$ cat config.mk
export PLATFORM = sky130hd
export DESIGN_NAME = ramopen_ctrl
export DESIGN_NICKNAME = d
export VERILOG_FILES = /design/src/rtl/ramopen_pkg.sv /design/src/rtl/ramopen_regif.sv /design/src/rtl/ramopen_done_track.sv /design/src/rtl/ramopen_seq.sv /design/src/rtl/ramopen_ctrl.sv
export SDC_FILE = /design/constraint.sdc
export NUM_CORES = 1
export LEC_CHECK = 0
export BUFFER_PORTS_ARGS = -buffer_cell sky130_fd_sc_hd__clkbuf_2
export CAP_MARGIN = 20
export CORE_ASPECT_RATIO = 1.4
export CORE_MARGIN = 2
export CORE_UTILIZATION = 31
export CTS_CLUSTER_SIZE = 10
export DETAILED_ROUTE_END_ITERATION = 6
export MAX_ROUTING_LAYER = met4
export PLACE_DENSITY = 0.79
export SYNTH_ARGS = -nofsm -noshare
export SYNTH_HDL_FRONTEND = slang
export SYNTH_HIERARCHICAL = 1
export SYNTH_SLANG_ARGS = --single-unit
export TNS_END_PERCENT = 20
$ cat constraint.sdc
create_clock -name clk -period 1.8 [get_ports clk]
set_clock_uncertainty 0.1 [all_clocks]
set_input_delay 0.45 -clock clk [delete_from_list [all_inputs] [get_ports clk]]
set_output_delay 0.45 -clock clk [all_outputs]
set_load 0.005 [all_outputs]
$ cat src/rtl/ramopen_pkg.sv
package ramopen_pkg;

    typedef enum logic [1:0] {
        ST_IDLE       = 2'd0,
        ST_WIPE_OPEN  = 2'd1,
        ST_OPEN       = 2'd2,
        ST_WIPE_CLOSE = 2'd3
    } ro_state_e;

    localparam int unsigned ADDR_W = 2;
    localparam int unsigned DATA_W = 32;

    localparam logic [ADDR_W-1:0] ADDR_STATUS = 2'd0;
    localparam logic [ADDR_W-1:0] ADDR_FORCE  = 2'd1;
    localparam logic [ADDR_W-1:0] ADDR_CLEAR  = 2'd2;

    localparam int unsigned BIT_STATUS   = 1;
    localparam int unsigned BIT_SET      = 8;
    localparam int unsigned BIT_WIPE_OPT = 12;
    localparam int unsigned BIT_CLEAR    = 1;

    typedef struct packed {
        logic set_req;
        logic clr_req;
        logic opt_set;
    } ro_cmd_t;

    function automatic logic in_wipe(ro_state_e s);
        return (s == ST_WIPE_OPEN) || (s == ST_WIPE_CLOSE);
    endfunction

endpackage

$ cat src/rtl/ramopen_regif.sv
module ramopen_regif
    import ramopen_pkg::*;
(
    input  logic                clk,
    input  logic                rst,
    input  logic                wr_en,
    input  logic [ADDR_W-1:0]   wr_addr,
    input  logic [DATA_W-1:0]   wr_data,
    input  logic [ADDR_W-1:0]   rd_addr,
    input  logic                status_i,
    input  logic                close_done_i,
    output ro_cmd_t             cmd_o,
    output logic                opt_o,
    output logic [DATA_W-1:0]   rd_data
);
    logic opt_q;
    logic unused_wr_bits;

    assign unused_wr_bits = ^wr_data;

    // Write-one decode; zeros in any bit position are simply not acted on.
    always_comb begin
        cmd_o.set_req = wr_en && (wr_addr == ADDR_FORCE) && wr_data[BIT_SET];
        cmd_o.opt_set = wr_en && (wr_addr == ADDR_FORCE) && wr_data[BIT_WIPE_OPT];
        cmd_o.clr_req = wr_en && (wr_addr == ADDR_CLEAR) && wr_data[BIT_CLEAR];
    end

    // Sticky option: finishing an exit has priority over a new set.
    always_ff @(posedge clk) begin
        if (rst)               opt_q <= 1'b0;
        else if (close_done_i) opt_q <= 1'b0;
        else if (cmd_o.opt_set) opt_q <= 1'b1;
    end

    assign opt_o = opt_q;

    always_comb begin
        rd_data = '0;
        case (rd_addr)
            ADDR_STATUS: rd_data[BIT_STATUS]   = status_i;
            ADDR_FORCE:  rd_data[BIT_WIPE_OPT] = opt_q;
            default:     rd_data = '0;
        endcase
    end

    // the option only ever drops because an exit completed.
    a_r6_opt_clears_on_exit: assert property (@(posedge clk) disable iff (rst)
        $fell(opt_q) |-> $past(close_done_i));

endmodule

$ cat src/rtl/ramopen_done_track.sv
module ramopen_done_track #(
    parameter int unsigned N_ENG = 3
) (
    input  logic             clk,
    input  logic             rst,
    input  logic             launch_i,
    input  logic [N_ENG-1:0] done_i,
    output logic             all_done_o
);
    logic [N_ENG-1:0] seen_q;

    // One sticky flag per engine, cleared on the edge that launches a wipe.
    for (genvar g = 0; g < N_ENG; g++) begin : g_eng
        always_ff @(posedge clk) begin
            if (rst || launch_i) seen_q[g] <= 1'b0;
            else if (done_i[g])  seen_q[g] <= 1'b1;
        end
    end

    assign all_done_o = &seen_q;

    // flags start empty after a launch.
    a_r3_flags_reset_on_launch: assert property (@(posedge clk) disable iff (rst)
        launch_i |=> (seen_q == '0));

endmodule

$ cat src/rtl/ramopen_seq.sv
module ramopen_seq
    import ramopen_pkg::*;
(
    input  logic      clk,
    input  logic      rst,
    input  ro_cmd_t   cmd_i,
    input  logic      opt_i,
    input  logic      all_done_i,
    output logic      launch_o,
    output logic      start_o,
    output logic      close_done_o,
    output logic      status_o,
    output logic      busy_o
);
    ro_state_e st_q, st_d;
    logic      start_q;

    always_comb begin
        st_d         = st_q;
        launch_o     = 1'b0;
        close_done_o = 1'b0;
        case (st_q)
            ST_IDLE: if (cmd_i.set_req) begin
                st_d     = ST_WIPE_OPEN;
                launch_o = 1'b1;
            end
            ST_WIPE_OPEN: if (all_done_i) st_d = ST_OPEN;
            ST_OPEN: if (cmd_i.clr_req) begin
                if (opt_i) begin
                    st_d     = ST_WIPE_CLOSE;
                    launch_o = 1'b1;
                end else begin
                    st_d         = ST_IDLE;
                    close_done_o = 1'b1;
                end
            end
            ST_WIPE_CLOSE: if (all_done_i) begin
                st_d         = ST_IDLE;
                close_done_o = 1'b1;
            end
            default: st_d = ST_IDLE;
        endcase
    end

    always_ff @(posedge clk) begin
        if (rst) begin
            st_q    <= ST_IDLE;
            start_q <= 1'b0;
        end else begin
            st_q    <= st_d;
            start_q <= launch_o;
        end
    end

    assign start_o  = start_q;
    assign status_o = (st_q == ST_OPEN) || (st_q == ST_WIPE_CLOSE);
    assign busy_o   = in_wipe(st_q);

    // the mode opens only after every engine reported.
    a_r3_open_needs_done: assert property (@(posedge clk) disable iff (rst)
        $rose(st_q == ST_OPEN) |-> $past(all_done_i));

    // a start pulse lasts a single cycle.
    a_r2_single_pulse: assert property (@(posedge clk) disable iff (rst)
        start_q |=> !start_q);

    // no second launch while a wipe is already running.
    a_r10_no_launch_in_wipe: assert property (@(posedge clk) disable iff (rst)
        busy_o && !all_done_i |-> !launch_o);

endmodule

$ cat src/rtl/ramopen_ctrl.sv
module ramopen_ctrl
    import ramopen_pkg::*;
#(
    parameter int unsigned N_ENG = 3
) (
    input  logic               clk,
    input  logic               rst,
    input  logic               wr_en,
    input  logic [1:0]         wr_addr,
    input  logic [31:0]        wr_data,
    input  logic [1:0]         rd_addr,
    output logic [31:0]        rd_data,
    output logic [N_ENG-1:0]   wipe_start,
    input  logic [N_ENG-1:0]   wipe_done,
    output logic               ram_open,
    output logic               busy
);
    ro_cmd_t cmd;
    logic    opt, launch, start, close_done, all_done;

    ramopen_regif u_regif (
        .clk(clk), .rst(rst), .wr_en(wr_en), .wr_addr(wr_addr),
        .wr_data(wr_data), .rd_addr(rd_addr), .status_i(ram_open),
        .close_done_i(close_done), .cmd_o(cmd), .opt_o(opt),
        .rd_data(rd_data)
    );

    ramopen_done_track #(.N_ENG(N_ENG)) u_track (
        .clk(clk), .rst(rst), .launch_i(launch),
        .done_i(wipe_done), .all_done_o(all_done)
    );

    ramopen_seq u_seq (
        .clk(clk), .rst(rst), .cmd_i(cmd), .opt_i(opt),
        .all_done_i(all_done), .launch_o(launch), .start_o(start),
        .close_done_o(close_done), .status_o(ram_open), .busy_o(busy)
    );

    assign wipe_start = {N_ENG{start}};

    // engines are only kicked while a wipe is in progress.
    a_r11_start_implies_busy: assert property (@(posedge clk) disable iff (rst)
        (|wipe_start) |-> busy);

    // a set request while open never starts a wipe.
    a_r9_set_when_open: assert property (@(posedge clk) disable iff (rst)
        (wr_en && wr_addr == ADDR_FORCE && wr_data[BIT_SET] && ram_open && !busy)
        |=> !(|wipe_start) && ram_open);

endmodule

==> results of run 1 <==
-- metal layers --
metal,share of wire,vias to the layer above
met5,0,-
met2,0.42,43
met1,0.38,190
li1,-,210
met4,0.022,0
met3,0.18,3
-- sequential cells by signal, indices dropped and copies added, names as in the netlist --
register        cells
u_seq/st_q          2
u_seq/start_o       1
u_track/seen_q      3
u_regif/opt_o       1
-- final timing paths --
kind	start	cells past startpoint	to	slack, ns
hold / removal	wipe_done[1]	3	u_track/seen_q[1]	0.36
setup / recovery	u_seq/st_q[1]	2	rd_data[1]	0.21
setup reg to reg	u_seq/st_q[0]	3	u_regif/opt_o	0.58
hold reg to reg	u_track/seen_q[0]	2	u_track/seen_q[0]	0.40
-- power by group through the flow --
stage,clock [W],sequential [W],combinational [W]
3_3_place_gp,0,0.000170,0.0000493
2_1_floorplan,0,0.000168,0.0000809
6_report,0.000141,0.000168,0.0000518
3_5_place_dp,0,0.000171,0.0000507
4_1_cts,0.000148,0.000168,0.0000509
5_1_grt,0.000166,0.000168,0.0000591
-- per-stage QoR --
stage               cell area (um2)  setup slack, ns  hold slack (ns)  utilization
floorplan                       724            0.329            0.362            -
global placement                579            0.166            0.384        0.301
detailed placement              579            0.148            0.399        0.301
CTS                             606            0.183            0.358        0.314
global route                    606           0.0919            0.356        0.314
finish                          606            0.214            0.361        0.314
-- final cells by class --
cell class                 count  share of cell area
clock buffer                   4              0.0434
inverter                       2              0.0124
multi-input combinational     57               0.512
sequential                     7               0.231
tap                           21              0.0434
timing repair buffer          19               0.157
-- worst max-delay path: stages, from the launching register on --
cell and delay [ns]:
sky130_fd_sc_hd__dfxtp_1 0.42, sky130_fd_sc_hd__nor3b_1 0.22, sky130_fd_sc_hd__clkbuf_2 0.14
==> key figures, run 1 <==
Run status
  • Status: completed

Global routing
  • Vias in the first global route: 323
  • GR Layer Usage met3: 0.0547
  • Most used routing layer: met2
  • Grt total ovfl: 0
  • Overall global routing resource usage: 0.0781
  • Number of antenna violations at the first check in global routing: 0
  • Global-route wire length before repair: 1320 um
  • Pin count of the biggest net entering global routing: 11
  • Global-route track usage on met2: 0.100
  • Met1 Use GR: 0.0884

Placement
  • DPL Wire Length: 725 um
  • Number of port buffers: 19
  • GP Congestion: 0.688
  • Number of instances in the placed design: 106

Floorplan
  • Initial standard-cell utilization of the core: 0.320
  • X dimension of the die: 41.7 um
  • Die ar.: 2360 um2
  • Vertical die dimension: 56.7 um
  • Placeable core region: 1930 um2
  • Standard-cell row count: 19
  • Number of placed I/O pins: 79

Pwr
  • Sequential fraction of design power: 0.465
  • Clock power frac: 0.391
  • Total power per unit cell area: 595 nW/um2
  • Switching power total: 0.0000926 W
  • Sw Share: 0.257
  • Internal: 0.000268 W
  • Proportion of power drawn by combinational gates: 0.144
  • Static leakage: 0.327 nW
  • Worst IR Drop VDD: 250 uV
  • Total power: 0.000360 W

Cells and area
  • Antenna cell count: 0
  • Most used cells in the layout excluding fill and tap cells: 30 x sky130_fd_sc_hd__conb_1, 19 x sky130_fd_sc_hd__clkbuf_2, 7 x sky130_fd_sc_hd__dfxtp_1
  • Layout cell share with drive strength beyond 1: 0.315
  • Most common cell after layout, fill and taps aside: sky130_fd_sc_hd__conb_1
  • Area taken by flip-flops and latches: 140 um2
  • Number of nets in the layout: 132
  • Area taken by multi-input logic gates: 310 um2
  • Area growth from synthesis to layout: -1.63%
  • Number of filler instances in the final layout: 211
  • Final cell count without fillers: 110

Clocking
  • Number of buffers added by the clock tree synthesis step: 3
  • Number of clock sinks: 7
  • Total number of H-tree levels: 1
  • CTS-repair resized insts: 0
  • Clock-pin slew reported for the worst setup and hold paths after clock tree synthesis: 0.05 ns
  • Root Driver: sky130_fd_sc_hd__clkbuf_4
  • CTS Hold Bufs: 0
  • Worst-Skew Late Latency: 0.25 ns
  • Maximum buffer depth of the clock tree: 2
  • Post-CTS Setup Repair Bufs: 0
  • Clock tree from TritonCTS: built

Synth
  • Warning count from the yosys run: 6
  • Synth Area per Inst: 8.43 um2
  • Count of mapped cells out of synthesis: 73
  • Mapped cell area: 616 um2

Routing
  • Average routed wire per standard cell: 8.03 um
  • Count of vias placed by the detailed router: 446
  • Number of nets with antenna violations after routing: 0
  • Total DRC errors in the routed layout: 0
  • Drt initial violations: 6
  • Vias per cell: 4.05
  • Routed Wire Length: 883 um
  • Number of detailed-routing iterations run before antenna repair: 4

STA
  • Pins over their slew limit: 0
  • Final Hold Fails: 0
  • Achievable frequency: 630 MHz
  • Final setup TNS: 0 ns
  • Final period util: 0.881
  • Setup repair after global routing missed its margin: false
  • Final number of setup-violating endpoints: 0
  • Final critical delay including setup and external delays: 1.59 ns

Min path
  • Path category of the worst min-delay check: in2reg

Critical path
  • Critical path data required time: 1.25 ns
  • Worst path arrival time: 1.04 ns
  • Worst-path maximum fanout: 8
  • Setup crit end kind: output pin
  • Critical path launch point type: register
  • Worst Setup Path Type: reg2out

Job
  • Total of max-cap violations: 0
No activity file was read; power rests on OpenSTA's default activity.
==> run 2: changes to the inputs <==
- ABC_AREA: not set -> 1
- CORE_UTILIZATION: 31 -> 32
- PLACE_DENSITY: 0.79 -> 0.75
==> run 2 against run 1 <==
Power grew 16%. Count of clock-buffer cells in the layout is the same. Clock power is essentially flat. Utilization grew 2.2 points. Critical endpoint is now rd_data[12]. Largest power group unchanged.
==> key figures, run 2 <==
Placement
  • Number of instances in the placed design: 132
  • Number of port buffers: 19
  • DPL Wire Length: 825 um
  • GP Congestion: 0.851
  • Post-Place Setup Slack: 0.301 ns

Clocking
  • Clock-pin slew reported for the worst setup and hold paths after clock tree synthesis: 0.05 ns
  • Worst-Skew Late Latency: 0.24 ns
  • Clock tree from TritonCTS: built
  • CTS-repair resized insts: 0
  • Number of buffers added by the clock tree synthesis step: 3
  • Post-CTS Setup Repair Bufs: 0
  • Number of clock sinks: 7
  • CTS Hold Bufs: 0
  • Root Driver: sky130_fd_sc_hd__clkbuf_4
  • Total number of H-tree levels: 1
  • Maximum buffer depth of the clock tree: 2

Floorplan
  • Die ar.: 2430 um2
  • Vertical die dimension: 57.6 um
  • Number of placed I/O pins: 79
  • X dimension of the die: 42.3 um
  • Placeable core region: 1950 um2
  • Initial standard-cell utilization of the core: 0.336
  • Standard-cell row count: 19

Critical path
  • Setup crit end kind: output pin
  • Critical path launch point type: register
  • Critical path data required time: 1.25 ns
  • Worst-path maximum fanout: 4
  • Worst path arrival time: 1.00 ns
  • Worst Setup Path Type: reg2out

STA
  • Final critical delay including setup and external delays: 1.55 ns
  • Final setup TNS: 0 ns
  • Final Hold Fails: 0
  • Pins over their slew limit: 0
  • Setup repair after global routing missed its margin: false
  • Final number of setup-violating endpoints: 0
  • Final worst slack: 0.247 ns
  • Achievable frequency: 644 MHz
  • Final period util: 0.863

Cells and area
  • Layout cell share with drive strength beyond 1: 0.261
  • Number of flip-flops in the largest register: 3
  • Final cell count without fillers: 136
  • Antenna cell count: 0
  • Regs by FF count: u_track/seen_q (3), u_seq/st_q (2)
  • Number of nets in the layout: 158
  • End-of-flow core utilization: 0.337
  • Largest register by flop count: u_track/seen_q
  • Number of filler instances in the final layout: 216
  • Most common cell after layout, fill and taps aside: sky130_fd_sc_hd__conb_1
  • Most used cells in the layout excluding fill and tap cells: 30 x sky130_fd_sc_hd__conb_1, 19 x sky130_fd_sc_hd__clkbuf_2, 16 x sky130_fd_sc_hd__nand2_1
  • Area growth from synthesis to layout: 0.191%

Global routing
  • Pin count of the biggest net entering global routing: 8
  • Number of antenna violations at the first check in global routing: 0
  • Global-route wire length before repair: 1470 um
  • Vias in the first global route: 405
  • Grt total ovfl: 0
  • Overall global routing resource usage: 0.0825

Routing
  • Average routed wire per standard cell: 6.70 um
  • Total DRC errors in the routed layout: 0
  • Drt initial violations: 9
  • Routed Wire Length: 911 um
  • Vias per cell: 3.78
  • Count of vias placed by the detailed router: 514
  • Number of detailed-routing iterations run before antenna repair: 4
  • Number of nets with antenna violations after routing: 0

Pwr
  • Worst IR Drop VDD: 382 uV
  • Total power per unit cell area: 635 nW/um2
  • Total power: 0.000417 W
  • Static leakage: 0.388 nW

Synth
  • Mapped cell area: 656 um2
  • Count of mapped cells out of synthesis: 98
  • Synth Area per Inst: 6.69 um2
  • Warning count from the yosys run: 6

Job
  • Total of max-cap violations: 0

Run status
  • Status: completed

Min path
  • Path category of the worst min-delay check: in2reg
-- run 2: path summary, 6_finish.rpt --
check                          from                end  slack (ns)  cells past startpoint
setup / recovery      u_regif/opt_o        rd_data[12]        0.25                      3
hold / removal                  rst      u_seq/start_o        0.32                      2
setup reg to reg      u_seq/st_q[0]      u_regif/opt_o        0.59                      5
hold reg to reg   u_track/seen_q[0]  u_track/seen_q[0]        0.38                      2
-- run 2: where the power goes --
part           internal, W  switching (W)  leakage, nW
Clock            0.0000843      0.0000533       0.0150
Sequential        0.000167      0.0000137       0.0577
Combinational    0.0000388      0.0000600        0.315
-- run 2: layout make-up --
type	instances	area [um2]	share of cell area
clock buffers	4	26.3	0.0400
well taps	21	26.3	0.0400
repair buffers	19	95.1	0.145
inverters	13	48.8	0.0743
multi-input cells	72	320	0.488
flip-flops and latches	7	140	0.213
-- run 2: per-stage QoR --
step	hold slack, ns	cell area, um2
2_1_floorplan	0.351	764
5_1_grt	0.305	657
3_3_place_gp	0.358	631
6_report	0.316	657
4_1_cts	0.312	657
3_5_place_dp	0.371	631
-- run 2: per-layer routing --
layer,wire [um],up-vias,track usage,share of wire
li1,-,261,-,-
met1,317,220,0.0673,0.35
met2,470,33,0.152,0.52
met3,123,0,0.0570,0.14
met4,0,0,0.0134,0
met5,0,-,-,0
-- run 2: critical path, cell delays in order, from the launching register on --
cell and delay, ns:
sky130_fd_sc_hd__dfxtp_1 0.38, sky130_fd_sc_hd__inv_1 0.08, sky130_fd_sc_hd__nor3_1 0.16, sky130_fd_sc_hd__clkbuf_2 0.14
==> run 3: changes to the inputs <==
- CORE_MARGIN: 2 -> 10
- TNS_END_PERCENT: 20 -> 50
==> run 3 against run 2 <==
Non-clock buffer count did not move. Final cell count did not move. Maximum frequency fell by 0.46%. Sequential power barely moved. Clock power barely moved. First-iteration DRC count fell by 33%. Critical path depth did not move. Critical endpoint unchanged. Highest routed layer is now met4.
==> key figures, run 3 (synthesis results as in run 2) <==
Floorplan
  • Initial standard-cell utilization of the core: 0.336
  • Vertical die dimension: 73.6 um
  • Die ar.: 4280 um2
  • Number of placed I/O pins: 79
  • Standard-cell row count: 19
  • Placeable core region: 1950 um2
  • X dimension of the die: 58.3 um

STA
  • Setup repair after global routing missed its margin: false
  • Hold_ws: 0.310 ns
  • Final period util: 0.867
  • Final number of setup-violating endpoints: 0
  • Achievable frequency: 641 MHz
  • Pins over their slew limit: 0
  • Final setup TNS: 0 ns
  • Final worst slack: 0.240 ns
  • Final critical delay including setup and external delays: 1.56 ns
  • Final Hold Fails: 0

Clocking
  • Clock tree from TritonCTS: built
  • Clock-pin slew reported for the worst setup and hold paths after clock tree synthesis: 0.05 ns
  • Number of buffers added by the clock tree synthesis step: 3
  • Root Driver: sky130_fd_sc_hd__clkbuf_4
  • CTS Hold Bufs: 0
  • CTS-repair resized insts: 0
  • Post-CTS Setup Repair Bufs: 0
  • Number of clock sinks: 7
  • Maximum buffer depth of the clock tree: 2
  • Worst-Skew Late Latency: 0.25 ns
  • Total number of H-tree levels: 1

Routing
  • Average routed wire per standard cell: 9.78 um
  • Drt initial violations: 6
  • Vias per cell: 3.72
  • Routed Wire Length: 1330 um
  • Number of nets with antenna violations after routing: 0
  • Count of vias placed by the detailed router: 506
  • Number of detailed-routing iterations run before antenna repair: 5
  • Total DRC errors in the routed layout: 0

Global routing
  • Vias in the first global route: 517
  • Grt total ovfl: 0
  • Global-route wire length before repair: 2130 um
  • Number of antenna violations at the first check in global routing: 0
  • Pin count of the biggest net entering global routing: 8
  • Overall global routing resource usage: 0.0649

Cells and area
  • Antenna cell count: 0
  • Area growth from synthesis to layout: 0.191%
  • Regs by FF count: u_track/seen_q (3), u_seq/st_q (2)
  • Number of flip-flops in the largest register: 3
  • Most used cells in the layout excluding fill and tap cells: 30 x sky130_fd_sc_hd__conb_1, 19 x sky130_fd_sc_hd__clkbuf_2, 16 x sky130_fd_sc_hd__nand2_1
  • Number of nets in the layout: 158
  • Most common cell after layout, fill and taps aside: sky130_fd_sc_hd__conb_1
  • Largest register by flop count: u_track/seen_q
  • End-of-flow core utilization: 0.337
  • Layout cell share with drive strength beyond 1: 0.261

Critical path
  • Critical path data required time: 1.25 ns
  • CP Cell Sequence: inv_1 > nor3_1 > clkbuf_2
  • Worst path slowest cell: sky130_fd_sc_hd__dfxtp_1
  • Worst path arrival time: 1.01 ns
  • Worst-path maximum fanout: 4
  • Largest delay contributor family on the critical path: flip-flops
  • Slowest cell delay on critical path: 0.38 ns
  • Setup crit end kind: output pin
  • Worst Setup Path Type: reg2out
  • Critical path launch point type: register
  • Buffers plus inverters on the worst setup path: 2

Pwr
  • Total power: 0.000421 W
  • Static leakage: 0.388 nW
  • Worst IR Drop VDD: 373 uV
  • Total power per unit cell area: 642 nW/um2

Placement
  • Post-Place Setup Slack: 0.299 ns
  • DPL Wire Length: 1240 um
  • GP Congestion: 0.804
  • Number of port buffers: 19

Min path
  • Path category of the worst min-delay check: in2reg

Job
  • Total of max-cap violations: 0

Run status
  • Status: completed
## run 3: cell counts in the layout (fill, tap and decap cells not counted)
No cell type changed its count.
## run 3: final timing paths
kind,start,to,slack [ns],cells past startpoint
min reg2reg,u_track/seen_q[0],u_track/seen_q[0],0.38,2
min,rst,u_seq/start_o,0.31,2
max reg2reg,u_seq/st_q[0],u_regif/opt_o,0.56,5
max,u_regif/opt_o,rd_data[12],0.24,3
## run 3: metal layers
metal	track usage	vias up	wire length [um]
met2	0.104	28	683
met3	0.0517	2	183
li1	-	265	-
met4	0.0314	0	8
met5	-	-	0
met1	0.0528	211	455
## run 3: worst register-to-register path, cell delays in order, from the launching register on
cell,delay (ns)
sky130_fd_sc_hd__dfxtp_1,0.47
sky130_fd_sc_hd__nand2_1,0.16
sky130_fd_sc_hd__nand2_1,0.10
sky130_fd_sc_hd__nor2_1,0.04
sky130_fd_sc_hd__or2_0,0.22
sky130_fd_sc_hd__a21oi_2,0.09
## run 3: area by class of cell
class,instances,area (um2)
Tap cell,21,26.3
Inverter,13,48.8
Timing Repair Buffer,19,95.1
Multi-Input combinational cell,72,320
Clock buffer,4,26.3
Fill cell,241,1290
Sequential cell,7,140
## run 3: through the flow
stage          std cells  instance area [um2]
2_1_floorplan        127                  764
5_1_grt              136                  657
6_report             136                  657
3_5_place_dp         132                  631
4_1_cts              136                  657
3_3_place_gp         132                  631
## run 3: report_power, final
group / internal [W] / total (W) / switching (W)
sequential: 0.000167 / 0.000181 / 0.0000135
clock: 0.0000844 / 0.000139 / 0.0000549
combinational: 0.0000388 / 0.000101 / 0.0000625
